[src/rtl/sram_lane_pkg.sv]
package sram_lane_pkg;

  typedef enum logic [1:0] {
    ST_IDLE,
    ST_ACC,
    ST_HOLD,
    ST_TURN
  } seq_state_t;

  // Ceiling of a nanosecond limit over the clock period (in ps), at least 1.
  function automatic int ns_to_cyc(input int ns, input int clk_ps);
    int c;
    c = (ns * 1000 + clk_ps - 1) / clk_ps;
    if (c < 1) c = 1;
    return c;
  endfunction

  function automatic int max2(input int a, input int b);
    return (a > b) ? a : b;
  endfunction

endpackage

[src/rtl/sram_access_seq.sv]
module sram_access_seq
  import sram_lane_pkg::*;
#(
  parameter int ADDR_W = 16,
  parameter int DATA_W = 16,
  parameter int LANES  = 2,
  parameter int RD_CYC = 11,
  parameter int WR_CYC = 9,
  parameter int HZ_CYC = 4,
  parameter int TW_CYC = 1
) (
  input  logic              clk,
  input  logic              rst,
  input  logic              req_valid,
  input  logic              req_write,
  input  logic [LANES-1:0]  req_be,
  input  logic [ADDR_W-1:0] req_addr,
  input  logic [DATA_W-1:0] req_wdata,
  output logic              req_ready,
  output logic [ADDR_W-1:0] mem_addr,
  output logic              mem_cs_n,
  output logic              mem_oe_n,
  output logic              mem_we_n,
  output logic [LANES-1:0]  lane_act,
  output logic              dq_drive,
  output logic [DATA_W-1:0] dq_out,
  output logic              cap_en,
  output logic [LANES-1:0]  cap_be
);

  localparam int MAXC  = max2(max2(RD_CYC, WR_CYC), max2(HZ_CYC, TW_CYC));
  localparam int CNT_W = $clog2(MAXC + 1);

  seq_state_t       state;
  logic [CNT_W-1:0] cnt;
  logic             is_wr;
  logic [LANES-1:0] be_q;
  logic             accept;

  assign accept = req_valid && req_ready;
  assign cap_en = (state == ST_ACC) && !is_wr && (cnt == '0);
  assign cap_be = be_q;

  always_ff @(posedge clk) begin
    if (rst) begin
      state     <= ST_IDLE;
      cnt       <= '0;
      is_wr     <= 1'b0;
      be_q      <= '0;
      req_ready <= 1'b1;
      mem_addr  <= '0;
      mem_cs_n  <= 1'b1;
      mem_oe_n  <= 1'b1;
      mem_we_n  <= 1'b1;
      lane_act  <= '0;
      dq_drive  <= 1'b0;
      dq_out    <= '0;
    end else begin
      case (state)
        ST_IDLE: begin
          if (accept) begin
            state     <= ST_ACC;
            is_wr     <= req_write;
            be_q      <= req_be;
            req_ready <= 1'b0;
            mem_addr  <= req_addr;
            mem_cs_n  <= 1'b0;
            mem_oe_n  <= req_write;
            mem_we_n  <= !req_write;
            lane_act  <= req_be;
            dq_drive  <= req_write;
            dq_out    <= req_wdata;
            cnt       <= req_write ? CNT_W'(WR_CYC - 1) : CNT_W'(RD_CYC - 1);
          end
        end
        ST_ACC: begin
          if (cnt == '0) begin
            mem_cs_n <= 1'b1;
            mem_oe_n <= 1'b1;
            mem_we_n <= 1'b1;
            lane_act <= '0;
            if (is_wr) begin
              state <= ST_HOLD;
            end else begin
              state <= ST_TURN;
              cnt   <= CNT_W'(HZ_CYC - 1);
            end
          end else begin
            cnt <= cnt - 1'b1;
          end
        end
        ST_HOLD: begin
          dq_drive <= 1'b0;
          state    <= ST_TURN;
          cnt      <= CNT_W'(TW_CYC - 1);
        end
        ST_TURN: begin
          if (cnt == '0) begin
            state     <= ST_IDLE;
            req_ready <= 1'b1;
          end else begin
            cnt <= cnt - 1'b1;
          end
        end
        default: state <= ST_IDLE;
      endcase
    end
  end

  // Checker counters: cycles with write enable low, and quiet cycles since
  // the controller or the memory last had the bus.
  logic [7:0] we_low;
  logic [7:0] quiet_drv;
  logic [7:0] quiet_oe;

  always_ff @(posedge clk) begin
    if (rst) begin
      we_low    <= '0;
      quiet_drv <= 8'hFF;
      quiet_oe  <= 8'hFF;
    end else begin
      we_low    <= !mem_we_n ? we_low + 1'b1 : '0;
      quiet_drv <= dq_drive ? '0 : ((quiet_drv == 8'hFF) ? quiet_drv : quiet_drv + 1'b1);
      quiet_oe  <= !mem_oe_n ? '0 : ((quiet_oe == 8'hFF) ? quiet_oe : quiet_oe + 1'b1);
    end
  end

  a_r2_ready_only_idle: assert property (@(posedge clk) disable iff (rst)
    req_ready |-> (mem_cs_n && mem_oe_n && mem_we_n && !dq_drive));

  a_r3_addr_steady: assert property (@(posedge clk) disable iff (rst)
    (!mem_cs_n && $past(!mem_cs_n)) |-> $stable(mem_addr));

  a_r5_pulse_len: assert property (@(posedge clk) disable iff (rst)
    $rose(mem_we_n) |-> (we_low == 8'(WR_CYC)));

  a_r6_hold_after_we: assert property (@(posedge clk) disable iff (rst)
    $rose(mem_we_n) |-> (dq_drive && $stable(mem_addr) && $stable(dq_out)));

  a_r8_no_drive_while_oe: assert property (@(posedge clk) disable iff (rst)
    !mem_oe_n |-> !dq_drive);

  a_r8_drive_after_float: assert property (@(posedge clk) disable iff (rst)
    $rose(dq_drive) |-> (quiet_oe >= 8'(HZ_CYC)));

  a_r9_oe_after_release: assert property (@(posedge clk) disable iff (rst)
    $fell(mem_oe_n) |-> (quiet_drv >= 8'(TW_CYC)));

endmodule

[src/rtl/sram_rd_capture.sv]
module sram_rd_capture #(
  parameter int DATA_W = 16,
  parameter int LANES  = 2
) (
  input  logic              clk,
  input  logic              rst,
  input  logic              cap_en,
  input  logic [LANES-1:0]  cap_be,
  input  logic [DATA_W-1:0] dq_in,
  output logic              rd_valid,
  output logic [DATA_W-1:0] rd_data
);

  localparam int LW = DATA_W / LANES;

  logic [DATA_W-1:0] masked;

  for (genvar i = 0; i < LANES; i++) begin : g_lane
    assign masked[i*LW +: LW] = cap_be[i] ? dq_in[i*LW +: LW] : '0;
  end

  always_ff @(posedge clk) begin
    if (rst) begin
      rd_valid <= 1'b0;
      rd_data  <= '0;
    end else begin
      rd_valid <= cap_en;
      if (cap_en) rd_data <= masked;
    end
  end

  a_r4_single_pulse: assert property (@(posedge clk) disable iff (rst)
    rd_valid |=> !rd_valid);

endmodule

[src/rtl/sram_lane_ctrl.sv]
module sram_lane_ctrl
  import sram_lane_pkg::*;
#(
  parameter int ADDR_W  = 16,
  parameter int DATA_W  = 16,
  parameter int CLK_PS  = 5000,
  parameter int T_RC_NS = 55,
  parameter int T_AA_NS = 55,
  parameter int T_WC_NS = 55,
  parameter int T_WP_NS = 40,
  parameter int T_AW_NS = 45,
  parameter int T_DW_NS = 25,
  parameter int T_HZ_NS = 20,
  parameter int T_OW_NS = 5
) (
  input  logic                  clk,
  input  logic                  rst,
  input  logic                  req_valid,
  output logic                  req_ready,
  input  logic                  req_write,
  input  logic [ADDR_W-1:0]     req_addr,
  input  logic [DATA_W-1:0]     req_wdata,
  input  logic [DATA_W/8-1:0]   req_be,
  output logic                  rsp_valid,
  output logic [DATA_W-1:0]     rsp_rdata,
  output logic [ADDR_W-1:0]     mem_addr,
  output logic                  mem_cs_n,
  output logic                  mem_oe_n,
  output logic                  mem_we_n,
  output logic [DATA_W/8-1:0]   mem_bs_n,
  output logic [DATA_W-1:0]     mem_dq_out,
  output logic                  mem_dq_oe,
  input  logic [DATA_W-1:0]     mem_dq_in
);

  localparam int LANES  = DATA_W / 8;
  localparam int RD_CYC = max2(ns_to_cyc(T_AA_NS, CLK_PS), ns_to_cyc(T_RC_NS, CLK_PS));
  localparam int WR_CYC = max2(ns_to_cyc(T_WP_NS, CLK_PS),
                               max2(ns_to_cyc(T_AW_NS, CLK_PS), ns_to_cyc(T_DW_NS, CLK_PS)));
  localparam int HZ_CYC = ns_to_cyc(T_HZ_NS, CLK_PS);
  localparam int WC_GAP = ns_to_cyc(T_WC_NS, CLK_PS) - WR_CYC - 1;
  localparam int TW_CYC = max2(ns_to_cyc(T_OW_NS, CLK_PS), WC_GAP);

  logic [LANES-1:0] lane_act;
  logic             cap_en;
  logic [LANES-1:0] cap_be;

  sram_access_seq #(
    .ADDR_W (ADDR_W),
    .DATA_W (DATA_W),
    .LANES  (LANES),
    .RD_CYC (RD_CYC),
    .WR_CYC (WR_CYC),
    .HZ_CYC (HZ_CYC),
    .TW_CYC (TW_CYC)
  ) u_seq (
    .clk       (clk),
    .rst       (rst),
    .req_valid (req_valid),
    .req_write (req_write),
    .req_be    (req_be),
    .req_addr  (req_addr),
    .req_wdata (req_wdata),
    .req_ready (req_ready),
    .mem_addr  (mem_addr),
    .mem_cs_n  (mem_cs_n),
    .mem_oe_n  (mem_oe_n),
    .mem_we_n  (mem_we_n),
    .lane_act  (lane_act),
    .dq_drive  (mem_dq_oe),
    .dq_out    (mem_dq_out),
    .cap_en    (cap_en),
    .cap_be    (cap_be)
  );

  for (genvar i = 0; i < LANES; i++) begin : g_strobe
    assign mem_bs_n[i] = !lane_act[i];
  end

  sram_rd_capture #(
    .DATA_W (DATA_W),
    .LANES  (LANES)
  ) u_cap (
    .clk      (clk),
    .rst      (rst),
    .cap_en   (cap_en),
    .cap_be   (cap_be),
    .dq_in    (mem_dq_in),
    .rd_valid (rsp_valid),
    .rd_data  (rsp_rdata)
  );

  a_r7_strobe_needs_cs: assert property (@(posedge clk) disable iff (rst)
    (mem_bs_n != '1) |-> !mem_cs_n);

endmodule

[config.mk]
export PLATFORM = sky130hd
export DESIGN_NAME = sram_lane_ctrl
export DESIGN_NICKNAME = d
export VERILOG_FILES = /design/src/rtl/sram_lane_pkg.sv /design/src/rtl/sram_access_seq.sv /design/src/rtl/sram_rd_capture.sv /design/src/rtl/sram_lane_ctrl.sv
export SDC_FILE = /design/constraint.sdc
export NUM_CORES = 1
export LEC_CHECK = 0
export ABC_AREA = 1
export ABC_CLOCK_PERIOD_IN_PS = 1950
export BUFFER_PORTS_ARGS = -buffer_cell sky130_fd_sc_hd__buf_2
export CAP_MARGIN = 30
export CORE_MARGIN = 4
export CORE_UTILIZATION = 48
export DETAILED_ROUTE_END_ITERATION = 16
export GPL_TIMING_DRIVEN = 0
export PLACE_DENSITY_LB_ADDON = 0.05
export SETUP_SLACK_MARGIN = 0.5
export SYNTH_ARGS = -nofsm -noshare
export SYNTH_HDL_FRONTEND = slang
export SYNTH_HIERARCHICAL = 1
export SYNTH_SLANG_ARGS = --single-unit
[constraint.sdc]
create_clock -name clk -period 1.95 [get_ports clk]
set_input_delay 0.0975 -clock clk [delete_from_list [all_inputs] [get_ports clk]]
set_output_delay 0.0975 -clock clk [all_outputs]
set_load 0.1 [all_outputs]
==> run summary, run 1 <==
status -> finished clean
Max Cap Violations -> 0
hold_sp -> req_wdata[13]
number of I/O pins -> 110
Slew Limit Fails -> 0
Synth Register Bits -> 65
Mapped Avg Cell Area -> 7.79 sq um
final net count -> 561
ant diodes -> 0
Core ar. -> 5270 sq um
Detail Placement HPWL -> 4960 um
clock slew at reported path FFs -> 0.07 ns
net count after synthesis -> 405
RSZ-0062 raised after global routing -> true
number of antenna violations at the first check in global routing -> 0
maximum vdd ir drop -> 1.02 mV
area leader, netlist -> dfxtp_1
Worst Hold Class -> primary input to register
Final min period -> 1.45 ns
layout cell share with drive strength beyond 1 -> 43.6%
RR Startpoint -> u_seq/state[1]$_SDFFE_PP0P_
most frequent cells in the layout -> buf_2, nand2_1, dfxtp_1, a21oi_1, nand3_1
number of global-route vias before repair -> 2655
row count -> 26
DR vias -> 2907
count of final hold-check violations -> 0
Cell Area, Synth -> 2690 sq um
Seq/Total Area, Yosys -> 48.4%
synth warn -> 6
GRT Residual Overflow -> 0
port bufs -> 109
critical path launch point -> u_seq/state[1]$_SDFFE_PP0P_
Final Skew -> 0.00533 ns
Leak -> 1.87 nW
Post-route DRC -> 0
worst skew pair latency -> 0.33 ns
Area contributors post-synth -> dfxtp_1, nand2_1, a21oi_1
Layout area overhead -> 51.1%
clk sinks -> 65
Syn Inst Count -> 345
DIE WIDTH -> 82.8 um
wire per inst -> 13.7 um
commonest non-fill, non-tap cell in the layout -> buf_2
starting density of the core -> 51.0%
1st-iter DRT viols -> 146
Required @ worst endpoint -> 2.22 ns
GRT Util Overall -> 21.5%
post-synthesis cell type count -> 23
vias per cell -> 5.06
Data arrival, critical path -> 1.72 ns
FMAX -> 0.690 GHz
pwr dens -> 1680 nW/um^2
worst rel slew slack -> 65.3%
largest net degree at the start of global routing -> 11
CTS tree -> done
total CTS buffers -> 9
clock buffer depth -> 2
die area -> 6860 sq um
Final Wtd Congestion -> 0.854
Power Total -> 6.82 mW
DR pass1 iterations -> 5
Layout fillers -> 419
final wirelength -> 7900 um
CP Class -> register to register
endpoint class of the critical path -> register
final core occ -> 77.0%
die height -> 82.8 um
kind of start point of the critical path -> register
root buffer cell -> clkbuf_8
final setup vio count -> 0
antenna-violating nets left -> 0
Slew @ Worst Pin -> 0.520 ns
largest fanout on the critical path -> 5
setup_tns -> 0 ns
Max H-tree Level -> 3
Final Cycle Share -> 74.3%
Synth top area share -> 48.4%
first-pass GRT wire length -> 12300 um
synth_stat cells, drive strengths merged:
cell	number
nand4	1
o21ai	6
dfxtp	65
nand3	33
or2	1
inv	17
buf	13
o21bai	1
nand2	120
clkinv	1
a21oi	63
nor2	12
ha	6
clkbuf	6
per-layer routing:
layer / wire (um) / global-route usage [%] / up-vias
li1: - / - / 1436
met1: 3270 / 27.0 / 1305
met2: 3710 / 33.6 / 148
met3: 762 / 7.23 / 18
met4: 163 / 9.51 / 0
met5: 0 / 0 / -
flip-flops by register name (all words and copies together), names as in the netlist:
register	flops
u_cap/rd_data	16
u_seq/dq_out	16
u_seq/mem_addr	16
u_seq/cnt	4
u_seq/cap_be	2
u_seq/lane_act	2
u_seq/state	2
u_cap/rd_valid	1
u_seq/dq_drive	1
u_seq/is_wr	1
u_seq/mem_cs_n	1
u_seq/mem_oe_n	1
u_seq/mem_we_n	1
u_seq/req_ready	1
power breakdown:
part	internal (mW)	total, mW	switching, mW
Sequential	1.60	1.77	0.174
Combinational	1.22	3.97	2.76
Clock	0.578	1.07	0.494
critical path: stages (launching register included):
cell and delay (ns):
dfxtp_4 0.35, inv_4 0.07, ha_4 0.12, buf_6 0.10, nand3_4 0.08, nor2_4 0.09
buf_6 0.13, buf_6 0.10, buf_6 0.11, nand3_2 0.06, a21oi_2 0.15
worst paths after layout:
check,slack (ns),cells after the start,endpoint
hold / removal,0.01,3,u_seq/dq_out[13]$_SDFFE_PP0P_
setup / recovery,0.50,10,u_cap/rd_data[3]$_SDFFE_PP0P_
hold reg to reg,0.46,2,u_seq/mem_oe_n$_SDFFE_PP1P_
setup reg to reg,0.50,10,u_cap/rd_data[3]$_SDFFE_PP0P_
timing repair:
action                                 in CTS  in global routing
hold buffers                               10                  0
setup endpoints to repair                  65                 57
buffers inserted                           10                 12
pin swaps                                   1                  9
endpoints found under the hold margin      10                  0
resized for setup                          33                 38
cloned                                      2                  2
final cells by class:
| type | instances | area [sq um] | area share [%] |
|---|---|---|---|
| inverter | 18 | 90.1 | 2.22 |
| clock inverter | 4 | 45.0 | 1.11 |
| tap | 70 | 87.6 | 2.16 |
| timing repair buffer | 144 | 885 | 21.8 |
| sequential | 65 | 1310 | 32.3 |
| buffer | 19 | 155 | 3.82 |
| multi-input combinational | 244 | 1350 | 33.4 |
| clock buffer | 11 | 131 | 3.24 |
through the flow:
stage | instances | worst slack (ns) | cell area [sq um] | hold slack, ns
global placement | 524 | 0.268 | 3330 | 0.345
CTS | 561 | 0.502 | 3820 | 0.0000387
finish | 575 | 0.501 | 4060 | 0.0114
global route | 575 | 0.413 | 4060 | 0.00879
floorplan | 345 | 0.497 | 2690 | 0.206
detailed placement | 524 | 0.252 | 3330 | 0.352
cells by family after synthesis:
kind of cell,after synthesis,share of synthesized area [%]
AND/OR/NAND/NOR,167,26.5
AO/OA/AOI/OAI,70,14.5
flip-flops,65,48.4
buffers and inverters,37,7.78
adder cells (fa/ha/maj),6,2.79
(Power assumes the default switching activity.)
==> run 2: changes to the inputs <==
- ABC_CLOCK_PERIOD_IN_PS: 1950 -> 1250
- CORE_UTILIZATION: 48 -> 43
- clock period: 1.95 -> 1.25 ns (I/O delays scaled with it)
==> run summary, run 2 <==
most common cell in the netlist -> nand2_1
top_reg_cell synth -> dfxtp_1
total CTS buffers -> 9
synth warn -> 6
port bufs -> 109
post-synthesis async set-or-reset flop share -> 0%
Synth Register Bits -> 65
clock buffer depth -> 2
Cell Area, Synth -> 2690 sq um
Detail Placement HPWL -> 5020 um
root buffer cell -> clkbuf_8
Area contributors post-synth -> dfxtp_1, nand2_1, a21oi_1
Seq/Total Area, Yosys -> 48.4%
net count after synthesis -> 405
status -> stopped before the end
Final Wtd Congestion -> 0.825
Syn Inst Count -> 345
Synth top area share -> 48.4%
Fail Step -> global routing
Max H-tree Level -> 3
starting density of the core -> 44.8%
post-synthesis cell type count -> 23
First Err -> [ERROR DPL-0038] Utilization greater than 100%, impossible to legalize
row count -> 28
Mapped Avg Cell Area -> 7.79 sq um
number of I/O pins -> 110
die height -> 87.0 um
largest net degree at the start of global routing -> 12
clk sinks -> 65
Post-synth EDFFs -> 0
DIE WIDTH -> 87.0 um
Commonest cells post-synth -> nand2_1, dfxtp_1, a21oi_1
worst_ep grt -> u_seq/cnt[0]$_SDFFE_PP0P_/D
area leader, netlist -> dfxtp_1
worst endpoint type -> register data pin
==> run 2: repair_timing <==
item	in CTS
cloned	7
pin swaps	17
endpoints found under the setup margin	121
buffers inserted	30
gates resized for setup	304
hold buffers	49
hold endpoints to repair	49
==> run 2: kinds of logic after synthesis <==
kind of cell / count (synthesis) / synth area share (%)
and+or+nand+nor: 167 / 26.5
adders and majority gates: 6 / 2.79
DFF: 65 / 48.4
AOI/OAI and AO/OA: 70 / 14.5
buffers and inverters: 37 / 7.78
==> run 2: per-stage QoR <==
stage / cells / setup slack [ns] / hold slack, ns / cell area, sq um / setup TNS (ns)
4_1_cts: 631 / -0.166 / 0.00129 / 5530 / -6.48
3_5_place_dp: 529 / -0.259 / 0.309 / 3460 / -13.12
3_3_place_gp: 529 / -0.252 / 0.303 / 3460 / -12.23
2_1_floorplan: 345 / -0.108 / 0.171 / 2820 / -2.63
==> run 3: changes to the inputs <==
- ABC_CLOCK_PERIOD_IN_PS: 1250 -> 1600
- CORE_UTILIZATION: 43 -> 40
- PLACE_DENSITY_LB_ADDON: 0.05 -> 0.15
- SETUP_SLACK_MARGIN: 0.5 -> not set
- clock period: 1.25 -> 1.6 ns (I/O delays scaled with it)
==> run summary, run 3 (synthesized netlist as in run 1, its figures left out) <==
status -> finished clean
pwr dens -> 1880 nW/um^2
clock buffer depth -> 2
Layout area overhead -> 48.4%
die height -> 90.0 um
total internal power -> 3.66 mW
Max Cap Violations -> 0
Leak -> 1.83 nW
final net count -> 567
clock slew at reported path FFs -> 0.07 ns
final wirelength -> 7510 um
Worst Hold Class -> primary input to register
worst rel slew slack -> 64.2%
Final Cycle Share -> 96.9%
1st-iter DRT viols -> 78
critical path launch point -> u_seq/state[0]$_SDFFE_PP0P_
final core occ -> 62.1%
CP Class -> register to register
GRT Util Overall -> 18.3%
Slew @ Worst Pin -> 0.537 ns
cell breakdown of the critical path -> inv_1 > ha_2 > inv_2 > a21oi_2 > inv_1 > buf_6 > nand2_1 > nand2_1 > a21oi_1
clock network fraction of total power -> 18.5%
row count -> 29
antenna-violating nets left -> 0
Worst Path Buf+Inv -> 4
ant diodes -> 0
clk sinks -> 65
wire per inst -> 12.8 um
Power Total -> 7.48 mW
Post-route DRC -> 0
CP peak stage delay -> 0.34 ns
number of antenna violations at the first check in global routing -> 0
DIE WIDTH -> 90.0 um
first-pass GRT wire length -> 12500 um
GRT Residual Overflow -> 0
Final Cell Area -> 3990 sq um
layout cell share with drive strength beyond 1 -> 33.8%
commonest non-fill, non-tap cell in the layout -> buf_2
Layout fillers -> 588
P_sw -> 3.82 mW
hold_sp -> mem_dq_in[4]
number of I/O pins -> 110
DR pass1 iterations -> 4
final setup vio count -> 0
kind of start point of the critical path -> register
DR vias -> 2792
number of global-route vias before repair -> 2743
port bufs -> 109
most frequent cells in the layout -> buf_2, nand2_1, dfxtp_1, a21oi_1, dlygate4sd3_1
total CTS buffers -> 9
CTS tree -> done
Final Skew -> 0.00983 ns
maximum vdd ir drop -> 0.992 mV
Max H-tree Level -> 3
Final Wtd Congestion -> 0.874
CP top delay family -> buffers and inverters
RR Startpoint -> u_seq/state[0]$_SDFFE_PP0P_
vias per cell -> 4.74
Detail Placement HPWL -> 5000 um
Largest regs -> u_cap/rd_data x16, u_seq/dq_out x16, u_seq/mem_addr x16
largest fanout on the critical path -> 10
setup_tns -> 0 ns
Final min period -> 1.55 ns
die area -> 8090 sq um
crit path max-delay cell type -> dfxtp_2
root buffer cell -> clkbuf_8
Slew Limit Fails -> 0
count of final hold-check violations -> 0
dpl cell area -> 3330 sq um
RSZ-0062 raised after global routing -> true
Core ar. -> 6420 sq um
worst skew pair latency -> 0.33 ns
Gate power share -> 53.1%
Switching Fraction -> 51.1%
sequential share of power -> 28.4%
FMAX -> 0.645 GHz
Data arrival, critical path -> 1.80 ns
Required @ worst endpoint -> 1.85 ns
largest net degree at the start of global routing -> 12
starting density of the core -> 41.8%
endpoint class of the critical path -> register
run 3: what timing repair did:
| action | CTS | global route |
|---|---|---|
| setup endpoints to repair | 48 | 20 |
| gates resized for setup | 8 | 7 |
| hold buffers | 41 | 0 |
| pin swaps | 1 | 1 |
| endpoints found under the hold margin | 41 | 0 |
| buffers inserted | 0 | 1 |
| gates cloned | 0 | 0 |
run 3: stage by stage:
| step | worst slack (ns) | cells | hold slack, ns |
|---|---|---|---|
| after floorplan | 0.0979 | 345 | 0.189 |
| after global placement | -0.0659 | 531 | 0.328 |
| after detailed placement | -0.0845 | 531 | 0.333 |
| after CTS | 0.0293 | 588 | 0.000354 |
| after global routing | -0.0469 | 589 | 0.00942 |
| final | 0.0488 | 589 | 0.0130 |
run 3: area by class of cell:
type | count | area [sq um] | area share, %
Sequential cell | 65 | 1310 | 32.7
Multi-Input combinational cell | 243 | 1200 | 30.2
Timing Repair Buffer | 151 | 963 | 24.2
Clock buffer | 11 | 141 | 3.55
Buffer | 19 | 141 | 3.55
Tap cell | 77 | 96.3 | 2.42
Inverter | 18 | 80.1 | 2.01
Clock inverter | 5 | 55.1 | 1.38
run 3: path summary, 6_finish.rpt:
| path | to | slack [ns] | depth (start not counted) |
|---|---|---|---|
| min | u_cap/rd_data[4]$_SDFFE_PP0P_ | 0.01 | 3 |
| min reg2reg | u_seq/mem_cs_n$_SDFFE_PP1P_ | 0.46 | 2 |
| max reg2reg | u_seq/state[0]$_SDFFE_PP0P_ | 0.05 | 9 |
| max | u_seq/state[0]$_SDFFE_PP0P_ | 0.05 | 9 |
run 3: per-layer routing:
layer,global-route usage (%),vias up,part of all wire [%]
met1,21.9,1242,44
met4,6.12,0,0.87
met2,30.5,102,47
li1,-,1441,-
met5,0,-,0
met3,6.76,7,8.2
run 3: power groups by stage:
stage / combinational [mW] / sequential, mW / clock (mW)
final: 3.97 / 2.12 / 1.38
after global routing: 4.27 / 2.16 / 1.50
after CTS: 3.90 / 2.12 / 1.42
after detailed placement: 3.77 / 2.15 / 0
after global placement: 3.76 / 2.14 / 0
after floorplan: 1.63 / 3.63 / 0
run 3: worst reg2reg max path, cell delays in order, from the launching register on:
cell	delay (ns)
dfxtp_2	0.34
inv_1	0.10
ha_2	0.27
inv_2	0.11
a21oi_2	0.16
inv_1	0.10
buf_6	0.15
nand2_1	0.08
nand2_1	0.06
a21oi_1	0.11
==> run 4: changes to the inputs <==
- ABC_AREA: 1 -> 0
- ABC_CLOCK_PERIOD_IN_PS: 1600 -> 1610
- PLACE_DENSITY_LB_ADDON: 0.15 -> 0.25
- clock period: 1.6 -> 1.61 ns (I/O delays scaled with it)
==> run summary, run 4 <==
Post-synth EDFFs -> 0
worst setup margin -> -0.188 ns
Max H-tree Level -> 3
GRT Residual Overflow -> 0
dpl ws -> -0.276 ns
Gate power share -> 56.9%
Synth top area share -> 49.2%
final net count -> 549
Slew Limit Fails -> 0
Largest regs -> u_cap/rd_data x16, u_seq/dq_out x16, u_seq/mem_addr x16
setup_tns -> -2.79 ns
final wirelength -> 8230 um
DR pass1 iterations -> 4
Data arrival, critical path -> 2.05 ns
Area contributors post-synth -> dfxtp_1, nand2_1, a21oi_1
antenna-violating nets left -> 0
Synth Register Bits -> 65
FF-to-FF path depth -> 9
area leader, netlist -> dfxtp_1
non-filler instance count after layout -> 571
Slew @ Worst Pin -> 0.500 ns
clock slew at reported path FFs -> 0.07 ns
worst rel slew slack -> 66.7%
R2R setup slack -> -0.19 ns
Final Wtd Congestion -> 0.830
hold path cells -> 3
total internal power -> 3.80 mW
CP top delay family -> simple AND/OR/NAND/NOR gates
Cell Area, Synth -> 2640 sq um
most common cell in the netlist -> nand2_1
Seq/Total Area, Yosys -> 49.2%
maximum vdd ir drop -> 1.12 mV
Layout area overhead -> 56.0%
Top cell by count, worst path -> buf_6
starting density of the core -> 41.4%
row count -> 29
synth warn -> 6
worst skew pair latency -> 0.33 ns
RSZ-0062 raised after global routing -> true
Detail Placement HPWL -> 5100 um
commonest non-fill, non-tap cell in the layout -> buf_2
critical path launch point -> u_seq/cnt[1]$_SDFFE_PP0P_
CP peak stage delay -> 0.38 ns
Reg-to-Reg End -> u_cap/rd_data[7]$_SDFFE_PP0P_
most frequent cells in the layout -> buf_2, nand2_1, dfxtp_1, a21oi_1, dlygate4sd3_1
final setup vio count -> 25
kind of start point of the critical path -> register
root buffer cell -> clkbuf_8
count of final hold-check violations -> 0
wire per inst -> 14.4 um
CTS tree -> done
endpoint class of the critical path -> register
Final Cell Area -> 4130 sq um
die height -> 89.3 um
largest fanout on the critical path -> 7
clock network fraction of total power -> 15.3%
Final min period -> 1.80 ns
DIE WIDTH -> 89.3 um
port bufs -> 108
1st-iter DRT viols -> 109
vias per cell -> 5.00
total CTS buffers -> 9
Switching Fraction -> 50.4%
crit path max-delay cell type -> or3b_4
GRT Util Overall -> 20.0%
die area -> 7970 sq um
Post-route DRC -> 0
worst hold slack -> 0.00319 ns
Final Skew -> 0.00781 ns
Final Cycle Share -> 112%
largest net degree at the start of global routing -> 12
DR vias -> 2857
Layout fillers -> 548
status -> finished, violations left
WHS Endpoint -> u_cap/rd_data[9]$_SDFFE_PP0P_
CP Class -> register to register
post-synthesis async set-or-reset flop share -> 0%
first-pass GRT wire length -> 12400 um
P_sw -> 3.86 mW
number of antenna violations at the first check in global routing -> 0
Required @ worst endpoint -> 1.86 ns
ant diodes -> 0
Worst Path Buf+Inv -> 4
Max Cap Violations -> 0
FMAX -> 0.556 GHz
clock buffer depth -> 2
failing checks -> setup timing
post-synthesis cell type count -> 41
sequential share of power -> 27.8%
Worst Hold Class -> primary input to register
Leak -> 1.80 nW
cell breakdown of the critical path -> inv_2 > ha_4 > or3b_4 > buf_6 > nor3_4 > buf_6 > buf_6 > nand3_1 > a21oi_1
Placed Instances -> 508
net count after synthesis -> 383
dpl cell area -> 3320 sq um
top_reg_cell synth -> dfxtp_1
layout cell share with drive strength beyond 1 -> 38.3%
pwr dens -> 1860 nW/um^2
number of I/O pins -> 110
Commonest cells post-synth -> nand2_1, dfxtp_1, a21oi_1
RR Startpoint -> u_seq/cnt[1]$_SDFFE_PP0P_
hold_sp -> mem_dq_in[9]
Core ar. -> 6390 sq um
Syn Inst Count -> 323
number of global-route vias before repair -> 2750
Mapped Avg Cell Area -> 8.19 sq um
clk sinks -> 65
run 4: cell types whose count changed in the layout (fill, tap and decap cells not counted), sizes merged, moves of 3 or more:
cell,previous run,this run
nand2,120,82
nand2b,0,18
nand3,33,18
buf,123,133
inv,17,8
nor2,12,5
dlygate4sd3,41,36
nor3,0,4
a21oi,63,60
run 4: layout make-up:
class / count / area [sq um] / share of cell area [%]
Buffer: 22 / 161 / 3.91
Clock buffer: 10 / 128 / 3.09
Clock inverter: 6 / 35.0 / 0.849
Inverter: 8 / 32.5 / 0.789
Multi-Input combinational cell: 227 / 1350 / 32.7
Sequential cell: 65 / 1310 / 31.8
Tap cell: 77 / 96.3 / 2.34
Timing Repair Buffer: 156 / 1010 / 24.5
run 4: kinds of logic (layout without fill, tap and decap cells):
group	after synthesis	in the layout	share of synthesized area (%)
adders and majority gates	6	6	2.84
buffers and inverters	31	202	5.73
AOI/OAI and AO/OA	84	84	18.4
muxes	1	1	0.379
and+or+nand+nor	136	136	23.5
DFF	65	65	49.2
run 4: how the worst max path moves through the flow:
stage,endpoint,slack (ns),depth (start not counted)
detailed placement,u_seq/dq_out[11]$_SDFFE_PP0P_,-0.28,8
global route,u_cap/rd_data[7]$_SDFFE_PP0P_,-0.25,9
CTS,u_cap/rd_data[2]$_SDFFE_PP0P_,-0.20,9
floorplan,u_seq/cnt[2]$_SDFFE_PP0P_,-0.11,7
global placement,u_cap/rd_data[4]$_SDFFE_PP0P_,-0.26,8
finish,u_cap/rd_data[7]$_SDFFE_PP0P_,-0.19,9
run 4: worst min-delay path, delay by kind of cell:
kind                   cells  cell delay, ns
AOI/OAI and AO/OA          1            0.05
buffers and inverters      1            0.10
and+or+nand+nor            1            0.06
run 4: through the flow:
step | utilization, % | power [mW]
4_1_cts | 62.6 | 7.45
2_1_floorplan | - | 5.18
5_1_grt | 64.6 | 8.05
3_5_place_dp | 51.9 | 5.86
3_3_place_gp | 51.9 | 5.82
6_report | 64.6 | 7.66
run 4: per-layer routing:
metal	track usage, %	routed length, um
met4	7.71	60
met2	34.0	4200
met1	24.3	3340
met5	0	0
met3	5.16	629
run 4: power by group through the flow:
| stage | Sequential [mW] | Combinational, mW | Clock [mW] |
|---|---|---|---|
| final | 2.13 | 4.35 | 1.17 |
| after global routing | 2.17 | 4.60 | 1.28 |
| after CTS | 2.11 | 4.13 | 1.22 |
| after detailed placement | 2.14 | 3.72 | 0 |
| after global placement | 2.13 | 3.69 | 0 |
| after floorplan | 3.58 | 1.60 | 0 |
run 4: repair_timing:
item	in CTS	in global routing
resized for setup	31	30
hold buffers	36	0
gates cloned	3	0
hold endpoints to repair	36	0
setup buffers	7	2
endpoints found under the setup margin	57	55
pin swaps	6	18
